## config.mk

```make
export PLATFORM = sky130hd
export DESIGN_NAME = rz_word_rx
export DESIGN_NICKNAME = d
export VERILOG_FILES = /design/src/rtl/rzx_pkg.sv /design/src/rtl/rzx_sampler.sv /design/src/rtl/rzx_assembler.sv /design/src/rtl/rzx_busmux.sv /design/src/rtl/rz_word_rx.sv
export SDC_FILE = /design/constraint.sdc
export NUM_CORES = 1
export LEC_CHECK = 0
export BUFFER_PORTS_ARGS = -buffer_cell sky130_fd_sc_hd__buf_2
export CORE_UTILIZATION = 55
export CTS_BUF_LIST = sky130_fd_sc_hd__clkbuf_16
export DETAILED_ROUTE_END_ITERATION = 6
export PLACE_DENSITY = 0.83
export SYNTH_ARGS = -nofsm -noshare
export SYNTH_HDL_FRONTEND = slang
export SYNTH_SLANG_ARGS = --single-unit
```

## constraint.sdc

```tcl
create_clock -name clk -period 3.9 [get_ports clk]
set_input_delay 0.78 -clock clk [delete_from_list [all_inputs] [get_ports clk]]
set_output_delay 0.78 -clock clk [all_outputs]
set_load 0.01 [all_outputs]
```

## src/rtl/rzx_pkg.sv

```systemverilog
package rzx_pkg;
   // decoded line level: {pos, neg}
   typedef enum logic [1:0] {
      LV_NULL = 2'b00,
      LV_ZERO = 2'b01,
      LV_ONE  = 2'b10,
      LV_BAD  = 2'b11
   } lvl_t;

   function automatic logic is_data(lvl_t l);
      return (l == LV_ONE) || (l == LV_ZERO);
   endfunction
endpackage

```

## src/rtl/rzx_sampler.sv

```systemverilog
module rzx_sampler
   import rzx_pkg::*;
#(
   parameter int OVS      = 10,
   parameter int MIN_RUN  = 3,
   parameter int GAP_BITS = 2,
   parameter int SYNC     = 1
) (
   input  logic clk,
   input  logic rst,
   input  logic line_p,
   input  logic line_n,
   output logic bit_stb,
   output logic bit_val,
   output logic gap_stb
);
   localparam int GAP_LIM = GAP_BITS * OVS;
   localparam int CW      = $clog2(GAP_LIM + 1);
   localparam logic [CW-1:0] RUN_K = CW'(MIN_RUN);
   localparam logic [CW-1:0] GAP_K = CW'(GAP_LIM);

   logic [1:0]    raw;
   logic [1:0]    lvl_raw;
   lvl_t          lvl_in, lvl_q;
   logic [CW-1:0] run_q, run_n;

   assign raw = {line_p, line_n};

   generate
      if (SYNC == 0) begin : g_nosync
         assign lvl_raw = raw;
      end else begin : g_sync
         logic [1:0] stg [SYNC];
         always_ff @(posedge clk) begin
            if (rst) begin
               for (int k = 0; k < SYNC; k++) stg[k] <= 2'b00;
            end else begin
               stg[0] <= raw;
               for (int k = 1; k < SYNC; k++) stg[k] <= stg[k-1];
            end
         end
         assign lvl_raw = stg[SYNC-1];
      end
   endgenerate

   assign lvl_in = lvl_t'(lvl_raw);

   always_comb begin
      if (lvl_in != lvl_q)      run_n = CW'(1);
      else if (run_q == GAP_K)  run_n = run_q;
      else                      run_n = run_q + CW'(1);
   end

   always_ff @(posedge clk) begin
      if (rst) begin
         lvl_q   <= LV_NULL;
         run_q   <= '0;
         bit_stb <= 1'b0;
         bit_val <= 1'b0;
         gap_stb <= 1'b0;
      end else begin
         lvl_q   <= lvl_in;
         run_q   <= run_n;
         bit_stb <= is_data(lvl_in) && (run_n == RUN_K);
         bit_val <= (lvl_in == LV_ONE);
         gap_stb <= (lvl_in == LV_NULL) && (run_n == GAP_K) && (run_q != GAP_K);
      end
   end
endmodule

```

## src/rtl/rzx_assembler.sv

```systemverilog
module rzx_assembler #(
   parameter int WORD_MAX = 32,
   parameter int WORD_MIN = 25
) (
   input  logic                clk,
   input  logic                rst,
   input  logic                len_full,
   input  logic                bit_stb,
   input  logic                bit_val,
   input  logic                gap_stb,
   input  logic                clr_rd,
   output logic                wdone,
   output logic                mid_word,
   output logic [WORD_MAX-2:0] word_q,
   output logic                par_even_q,
   output logic                rdy
);
   localparam int BW = $clog2(WORD_MAX + 1);

   logic [WORD_MAX-1:0] sr, full_n, len_mask;
   logic [WORD_MAX-2:0] data_mask;
   logic [BW-1:0]       bit_cnt, last_idx;

   assign last_idx = len_full ? BW'(WORD_MAX - 1) : BW'(WORD_MIN - 1);

   genvar i;
   generate
      for (i = 0; i < WORD_MAX; i++) begin : g_bits
         assign full_n[i]   = (BW'(i) == bit_cnt) ? bit_val : sr[i];
         assign len_mask[i] = (BW'(i) <= last_idx);
      end
      for (i = 0; i < WORD_MAX - 1; i++) begin : g_data
         assign data_mask[i] = (BW'(i) < last_idx);
      end
   endgenerate

   assign wdone    = bit_stb && (bit_cnt == last_idx);
   assign mid_word = (bit_cnt != '0);

   always_ff @(posedge clk) begin
      if (rst) begin
         sr         <= '0;
         bit_cnt    <= '0;
         word_q     <= '0;
         par_even_q <= 1'b0;
         rdy        <= 1'b0;
      end else begin
         if (bit_stb) begin
            sr      <= full_n;
            bit_cnt <= wdone ? '0 : bit_cnt + BW'(1);
         end else if (gap_stb) begin
            bit_cnt <= '0;
         end
         if (wdone) begin
            word_q     <= full_n[WORD_MAX-2:0] & data_mask;
            par_even_q <= ~^(full_n & len_mask);
            rdy        <= 1'b1;
         end else if (clr_rd) begin
            rdy <= 1'b0;
         end
      end
   end
endmodule

```

## src/rtl/rzx_busmux.sv

```systemverilog
module rzx_busmux #(
   parameter int BUS_W   = 16,
   parameter int PAR_POS = 8
) (
   input  logic                 rd_en,
   input  logic                 half_sel,
   input  logic [2*BUS_W-2:0]   word,
   input  logic                 par_even,
   output logic [BUS_W-1:0]     bus_q
);
   logic [BUS_W-1:0] half0, half1;

   assign half0 = {word[BUS_W-2:PAR_POS], par_even, word[PAR_POS-1:0]};
   assign half1 = word[2*BUS_W-2:BUS_W-1];

   always_comb begin
      if (!rd_en)        bus_q = '0;
      else if (half_sel) bus_q = half1;
      else               bus_q = half0;
   end
endmodule

```

## src/rtl/rz_word_rx.sv

```systemverilog
module rz_word_rx #(
   parameter int OVS      = 10,
   parameter int MIN_RUN  = 3,
   parameter int GAP_BITS = 2,
   parameter int SYNC     = 1,
   parameter int WORD_MAX = 32,
   parameter int WORD_MIN = 25,
   parameter int BUS_W    = 16,
   parameter int PAR_POS  = 8
) (
   input  logic             clk,
   input  logic             rst,
   input  logic             ln_pos,
   input  logic             ln_neg,
   input  logic             len_full,
   input  logic             half_sel,
   input  logic             rd_en,
   output logic             rdy,
   output logic [BUS_W-1:0] bus_q
);
   generate
      if (WORD_MAX != 2 * BUS_W) begin : g_chk_w
         $error("WORD_MAX must equal twice BUS_W");
      end
      if (WORD_MIN < 2 || WORD_MIN >= WORD_MAX) begin : g_chk_min
         $error("WORD_MIN must lie between 2 and WORD_MAX-1");
      end
      if (MIN_RUN < 2 || MIN_RUN >= OVS) begin : g_chk_run
         $error("MIN_RUN must lie between 2 and OVS-1");
      end
      if (PAR_POS < 1 || PAR_POS > BUS_W - 2) begin : g_chk_par
         $error("PAR_POS must lie between 1 and BUS_W-2");
      end
      if (SYNC < 0 || GAP_BITS < 1) begin : g_chk_misc
         $error("SYNC must be >= 0 and GAP_BITS >= 1");
      end
   endgenerate

   logic                bit_stb, bit_val, gap_stb;
   logic                wdone, mid_word, par_even;
   logic [WORD_MAX-2:0] word_q;

   rzx_sampler #(
      .OVS(OVS), .MIN_RUN(MIN_RUN), .GAP_BITS(GAP_BITS), .SYNC(SYNC)
   ) u_samp (
      .clk(clk), .rst(rst), .line_p(ln_pos), .line_n(ln_neg),
      .bit_stb(bit_stb), .bit_val(bit_val), .gap_stb(gap_stb)
   );

   rzx_assembler #(
      .WORD_MAX(WORD_MAX), .WORD_MIN(WORD_MIN)
   ) u_asm (
      .clk(clk), .rst(rst), .len_full(len_full),
      .bit_stb(bit_stb), .bit_val(bit_val), .gap_stb(gap_stb),
      .clr_rd(rd_en & half_sel),
      .wdone(wdone), .mid_word(mid_word),
      .word_q(word_q), .par_even_q(par_even), .rdy(rdy)
   );

   rzx_busmux #(
      .BUS_W(BUS_W), .PAR_POS(PAR_POS)
   ) u_mux (
      .rd_en(rd_en), .half_sel(half_sel),
      .word(word_q), .par_even(par_even), .bus_q(bus_q)
   );
endmodule

```

; Word level (Yosys, flattened, before mapping)
; Memory sizes are Yosys's and may differ from the RTL's.
; Index checks and enable logic that the tools add are counted.
[totals]
output_inout_bits = 17
ramBits = 2
in_bits = 7
mem_count = 1
ff_bits = 81
[memory_table]
columns = name, words, word_bits, read_ports, rd_ports_with_merged_regs, wr, line_no
row1 = u_samp.g_sync.stg, 1, 2, 1, 0, 1, rzx_sampler.sv:33  ; logic [1:0] stg [SYNC];
[op_classes]
bitwise_logic = 3
n_eq_ne = 39
reduce_logical = 11
order_cmp = 63
muxes = 47
n_addsub = 2
[op_table]
columns = operator, n
row1 = "5-bit by 6-bit == test with 1-bit output, first input constant", 16
row2 = "5-bit by 6-bit less-or-equal comparator with 1-bit output, first input constant", 16
row3 = "5-bit by 6-bit less-than comparator with 1-bit output, first input constant", 15
row4 = "4-bit by 6-bit == test with 1-bit output, first input constant", 8
row5 = "4-bit by 6-bit less-or-equal comparator with 1-bit output, first input constant", 8
row6 = "4-bit by 6-bit less-than comparator with 1-bit output, first input constant", 8
row7 = 1-bit 2-to-1 mux, 38
row8 = 32-bit AND, 1
row9 = 16-bit 2-to-1 mux, 2
row10 = 32-bit XNOR reduction, 1
row11 = 31-bit AND, 1
row12 = "3-bit by 6-bit == test with 1-bit output, first input constant", 4
row13 = "3-bit by 6-bit less-or-equal comparator with 1-bit output, first input constant", 4
row14 = "3-bit by 6-bit less-than comparator with 1-bit output, first input constant", 4
row15 = 6-bit 2-to-1 mux, 3
row16 = "2-bit by 6-bit == test with 1-bit output, first input constant", 2
row17 = "1-bit by 6-bit less-or-equal comparator with 1-bit output, first input constant", 2
row18 = "2-bit by 6-bit less-or-equal comparator with 1-bit output, first input constant", 2
row19 = "1-bit by 6-bit less-than comparator with 1-bit output, first input constant", 2
row20 = "2-bit by 6-bit less-than comparator with 1-bit output, first input constant", 2
row21 = "5-bit == test, second input constant", 2
row22 = 5-bit 2-to-1 mux, 2
row23 = "6-bit by 1-bit adder with 6-bit output, second input constant", 1
row24 = "1-bit by 6-bit == test with 1-bit output, first input constant", 1
row25 = other kinds (16), 20

; Logic depth before layout (Yosys ltp)
[depth]
depth_word = 6
depth_mapped = 13

; Modules after synthesis
; From an unflattened synthesis, not the netlist that was laid out.
[unflattened]
hier_cells = 637
hier_area_um2 = 5192.5
[modules_own_cells]
columns = module, n_inst, seq_area_each_um2, area_per_inst_um2, cells_per_inst
row1 = rzx_assembler, 1, 1421.4, 4360.4, 549
row2 = rzx_sampler, 1, 240.2, 530.5, 52
row3 = rzx_busmux, 1, 0.0, 295.3, 35
row4 = rz_word_rx, 1, 0.0, 6.3, 1

; Worst setup path before layout
; Ideal clock, no wire load.
[synth_timing]
kind = reg2reg
start = register u_asm.bit_cnt[1]
end = register u_asm.par_even_q
n_path_buf = 2
path_slack_ps = 1151
arrival_time_ps = 2670
path_stages_with_launch = 13
synth_period_minus_slack_ps = 2749
cell_sequence = dfxtp_1 inv_1 ha_1 clkbuf_1 buf_1 nand2_1 nand2_1 o22ai_1 a211oi_1 xor2_1 xnor2_1 xnor3_1 a211oi_2
[synth_via]
elab_chain_len = 4
[synth_rtl]
columns = element, line_no
row1 = "start, declared", rzx_assembler.sv:22  ; logic [BW-1:0] bit_cnt, last_idx;
row2 = "start signal, assigned", rzx_assembler.sv:50  ; bit_cnt <= wdone ? '0 : bit_cnt + BW'(1);
row3 = "1-bit by 6-bit == test with 1-bit output, or another cell as far along", rzx_assembler.sv:29  ; assign full_n[i] = (BW'(i) == bit_cnt) ? bit_val : sr[i];
row4 = 1-bit 2-to-1 mux, rzx_assembler.sv:29
row5 = 32-bit AND, rzx_assembler.sv:56  ; par_even_q <= ~^(full_n & len_mask);
row6 = 32-bit XNOR reduction, rzx_assembler.sv:56
row7 = "end signal, assigned", rzx_assembler.sv:56
row8 = "end, declared", rzx_assembler.sv:15  ; output logic par_even_q,
; Several ways; a longest one is shown, not always the timed one.
; A chain may end at the register's enable or synchronous reset.

; Final worst setup path
[layout_timing]
start = register u_asm.bit_cnt[0]
end = register u_asm.par_even_q
; The elaborated chain is that of the path after synthesis.

==> metrics.md <==
| Metric | Value |
|---|---|
| Total number of vias | 4719 |
| Largest net degree at the start of global routing | 75 |
| Clk network pwr share | 46.5% |
| Crit. End Element | register |
| R2r startpoint | u_asm.bit_cnt[0]$_SDFFE_PP0P_ |
| Stages on worst setup path | 10 |
| Buffers added on ports | 23 |
| Register area share after synthesis | 32.0% |
| Syn Std Cell Area | 5190 um^2 |
| FF/Latch Area | 1660 um^2 |
| First-pass GRT wire length | 20500 um |
| Total Die Area | 9840 um^2 |
| # setup viols final | 0 |
| Sequential Power Share | 46.8% |
| Max_slew headroom | 31.1% |
| Top Usage Layer GRT | met2 |
| Die Y | 99.2 um |
| DRC | 0 |
| Status | complete, no violations |
| Net Sw Frac | 24.3% |
| DP HPWL | 8620 um |
| Initial DRC count | 445 |
| Peak Freq | 305 MHz |
| Critical path buffers and inverters | 1 |
| Max-cap violations | 0 |
| Area Overhead vs Synth | 7.20% |
| Worst R2R End | u_asm.par_even_q$_SDFFE_PP0P_ |
| Setup CP Type | reg -> reg |
| Met3 Track Usage GR | 4.92% |
| Min Tclk post-route | 3.28 ns |
| Power, Total | 1860 uW |
| Slew @ Worst Pin | 1.03 ns |
| Final Hold Viols | 0 |
| H-tree depth | 3 |
| Inserted Clock Buffers | 9 |
| Netlist cell types | 64 |
| CP endpoint | u_asm.par_even_q$_SDFFE_PP0P_ |
| Final ANT Viol Nets | 0 |
| CTS resizes | 0 |
| GR met2 Demand/Resource | 41.4% |
| RSZ-0062 raised after global routing | no |
| Hold Worst Slack | 0.461 ns |
| Wirelength per Cell | 16.9 um |
| Post-synthesis cell count | 651 |
| Vias/cell | 6.28 |
| Number of global-route vias before repair | 4098 |
| Num Clock Sinks | 83 |
| Synth async-reset ratio | 0% |
| Routed WL | 12700 um |
| Core Area | 9200 um^2 |
| CTS clk-pin slew, worst paths | 0.06 ns |
| Clock Skews | 0.0117 ns |
| Depth of the most critical reg-to-reg path | 10 |
| Pwr/cell area | 334 nW/um^2 |
| Share of the synthesized area in the top cell type | 32.0% |
| Synth Register Bits | 83 |
| Delay-heaviest family, CP | adder cells |
| Hold Buf Count CTS | 0 |
| Slowest Stage Delay on Critical Path | 0.86 ns |
| First-pass DRT Iterations | 6 |
| Total negative setup slack | 0 ns |
| Max Buffers Root-to-Sink | 2 |
| Rows | 35 |
| RD Place Congestion | 0.902 |
| Post-synth top flop | dfxtp_1 |
| GR Util met1 | 35.9% |
| Multi-input combinational cell area | 3200 um^2 |
| Area leader, netlist | dfxtp_1 |
| Static leakage | 0.00206 uW |
| Switching power | 452 uW |
| Slew Viols, Final | 0 |
| Final Cell Area | 5570 um^2 |
| Critical Path AT | 3.55 ns |
| Die Span X | 99.2 um |
| Reg2Reg Setup Slack | 0.62 ns |
| Number of synthesized flops with an enable pin | 0 |
| CP max stage cell | ha_1 |
| Worst vdd ir | 0.000275 V |
| Share of layout cells above drive strength 1 | 10.5% |
| ANT cells | 0 |
| Worst-Skew Late Latency | 0.34 ns |
| Min-Delay Path Class | reg -> reg |
| Startpoint class of the critical path | register |
| Syn Area/Cell | 7.98 um^2 |
| Most frequent cells after synthesis | 83 x dfxtp_1, 83 x nor2_1, 61 x nand2_1 |
| Nets | 651 |
| Cell Int Power | 1410 uW |
| Crit path launch | u_asm.bit_cnt[0]$_SDFFE_PP0P_ |
| Crit-path cells | inv_1 > ha_1 > nand2b_1 > o221ai_1 > o31ai_1 > o21ai_0 > xor2_1 > xnor2_1 > xnor3_1 > a211oi_2 |
| Crit Path Max Fanout | 31 |
| Total gr overflow | 0 |
| Clk Tree Root Cell | clkbuf_16 |
| Setup Fix Bufs, Post-CTS | 0 |
| Required time of the worst setup path | 4.16 ns |
| Fin util | 60.6% |
| Syn. warnings | 0 |
| Gr usage total | 26.4% |
| CTS tree | yes |
| Crit share post-route | 84.2% |
| I/O Pins | 24 |
| Fillers | 809 |
| Mapped Nets | 666 |
| Placement Cell Area | 5270 um^2 |
| Synth top area cells | dfxtp_1 32%, mux2i_1 8.9%, nor2_1 6.0%, a211oi_1 4.5%, nand2_1 4.4% |
| Initial antenna violation count | 0 |
| Combinational share of power | 6.8% |
| Initial Util | 56.5% |
## worst reg2reg max path, stage by stage (launching register included)
cell	delay [ns]
dfxtp_1	0.36
inv_1	0.14
ha_1	0.86
nand2b_1	0.33
o221ai_1	0.24
o31ai_1	0.10
o21ai_0	0.19
xor2_1	0.20
xnor2_1	0.15
xnor3_1	0.43
a211oi_2	0.21
## state kept, by name, indices dropped and copies added, names as in the netlist
| register | count |
|---|---|
| u_asm.bit_cnt | 6 |
| u_asm.par_even_q | 1 |
| u_asm.rdy | 1 |
| u_asm.sr | 32 |
| u_asm.word_q | 31 |
| u_samp.bit_stb | 1 |
| u_samp.bit_val | 1 |
| u_samp.g_sync.stg | 2 |
| u_samp.gap_stb | 1 |
| u_samp.lvl_q | 2 |
| u_samp.run_q | 5 |
## layer usage
layer | routed length [um] | part of all wire [%] | vias to the layer above
met1 | 5460 | 43 | 2187
met2 | 5940 | 47 | 200
li1 | - | - | 2298
met4 | 280 | 2.2 | 0
met3 | 995 | 7.8 | 34
met5 | 0 | 0 | -
## layout by cell type, fill, tap and decap left out, types with 9 or more instances in the layout
cell type  synthesis  routed
nor2b_1           28      28
o21ai_0           20      20
dfxtp_1           83      81
inv_1             14      14
o221ai_1          17      17
nor3_1            22      22
nor2_1            83      83
clkbuf_16          0       9
nand2_1           61      61
xor2_1             9       9
a211oi_1          31      31
a31oi_1            9       9
xnor2_1           17      17
mux2i_1           46      46
a311oi_1           9       9
a21oi_1           26      26
nand3_1           33      33
buf_4              1      11
buf_2              8      23
## metrics by stage
| step | std cells | setup WS (ns) |
|---|---|---|
| after floorplan | 651 | 1.15 |
| after global placement | 736 | 0.829 |
| after detailed placement | 736 | 0.709 |
| after CTS | 752 | 0.687 |
| after global routing | 752 | 0.367 |
| final | 752 | 0.616 |
## logic make-up after synthesis
logic type / share of synthesized area (%)
XOR/XNOR: 5.56
AND/OR/NAND/NOR: 26.0
buffers and inverters: 6.50
flip-flops: 32.0
AO/OA/AOI/OAI: 18.9
adder cells (fa/ha/maj): 1.93
multiplexers: 9.13
## power by group through the flow
stage / clock network, uW / logic (uW) / registers, uW
2_1_floorplan: 0 / 101 / 883
3_3_place_gp: 0 / 120 / 887
3_5_place_dp: 0 / 125 / 888
4_1_cts: 873 / 125 / 869
5_1_grt: 916 / 137 / 870
6_report: 864 / 126 / 870
## worst min path at each step
stage                             startpoint                            end  slack (ns)  depth (start not counted)
2_1_floorplan  u_asm.word_q[24]$_SDFFE_PP0P_  u_asm.word_q[24]$_SDFFE_PP0P_        0.43                          2
4_1_cts        u_asm.word_q[24]$_SDFFE_PP0P_  u_asm.word_q[24]$_SDFFE_PP0P_        0.46                          2
6_report       u_asm.word_q[24]$_SDFFE_PP0P_  u_asm.word_q[24]$_SDFFE_PP0P_        0.46                          2
5_1_grt               u_asm.rdy$_SDFFE_PP0P_         u_asm.rdy$_SDFFE_PP0P_        0.49                          2
3_3_place_gp          u_asm.rdy$_SDFFE_PP0P_         u_asm.rdy$_SDFFE_PP0P_        0.44                          2
3_5_place_dp   u_asm.word_q[24]$_SDFFE_PP0P_  u_asm.word_q[24]$_SDFFE_PP0P_        0.46                          2
## cell type report
type | count | share of cell area (%)
clock inverter | 7 | 1.35
tap | 111 | 2.49
clock buffer | 9 | 4.04
timing repair buffer | 35 | 3.91
multi-input combinational | 493 | 57.4
sequential | 83 | 29.9
inverter | 14 | 0.944
Note: power is estimated with default switching activity, not from simulation.
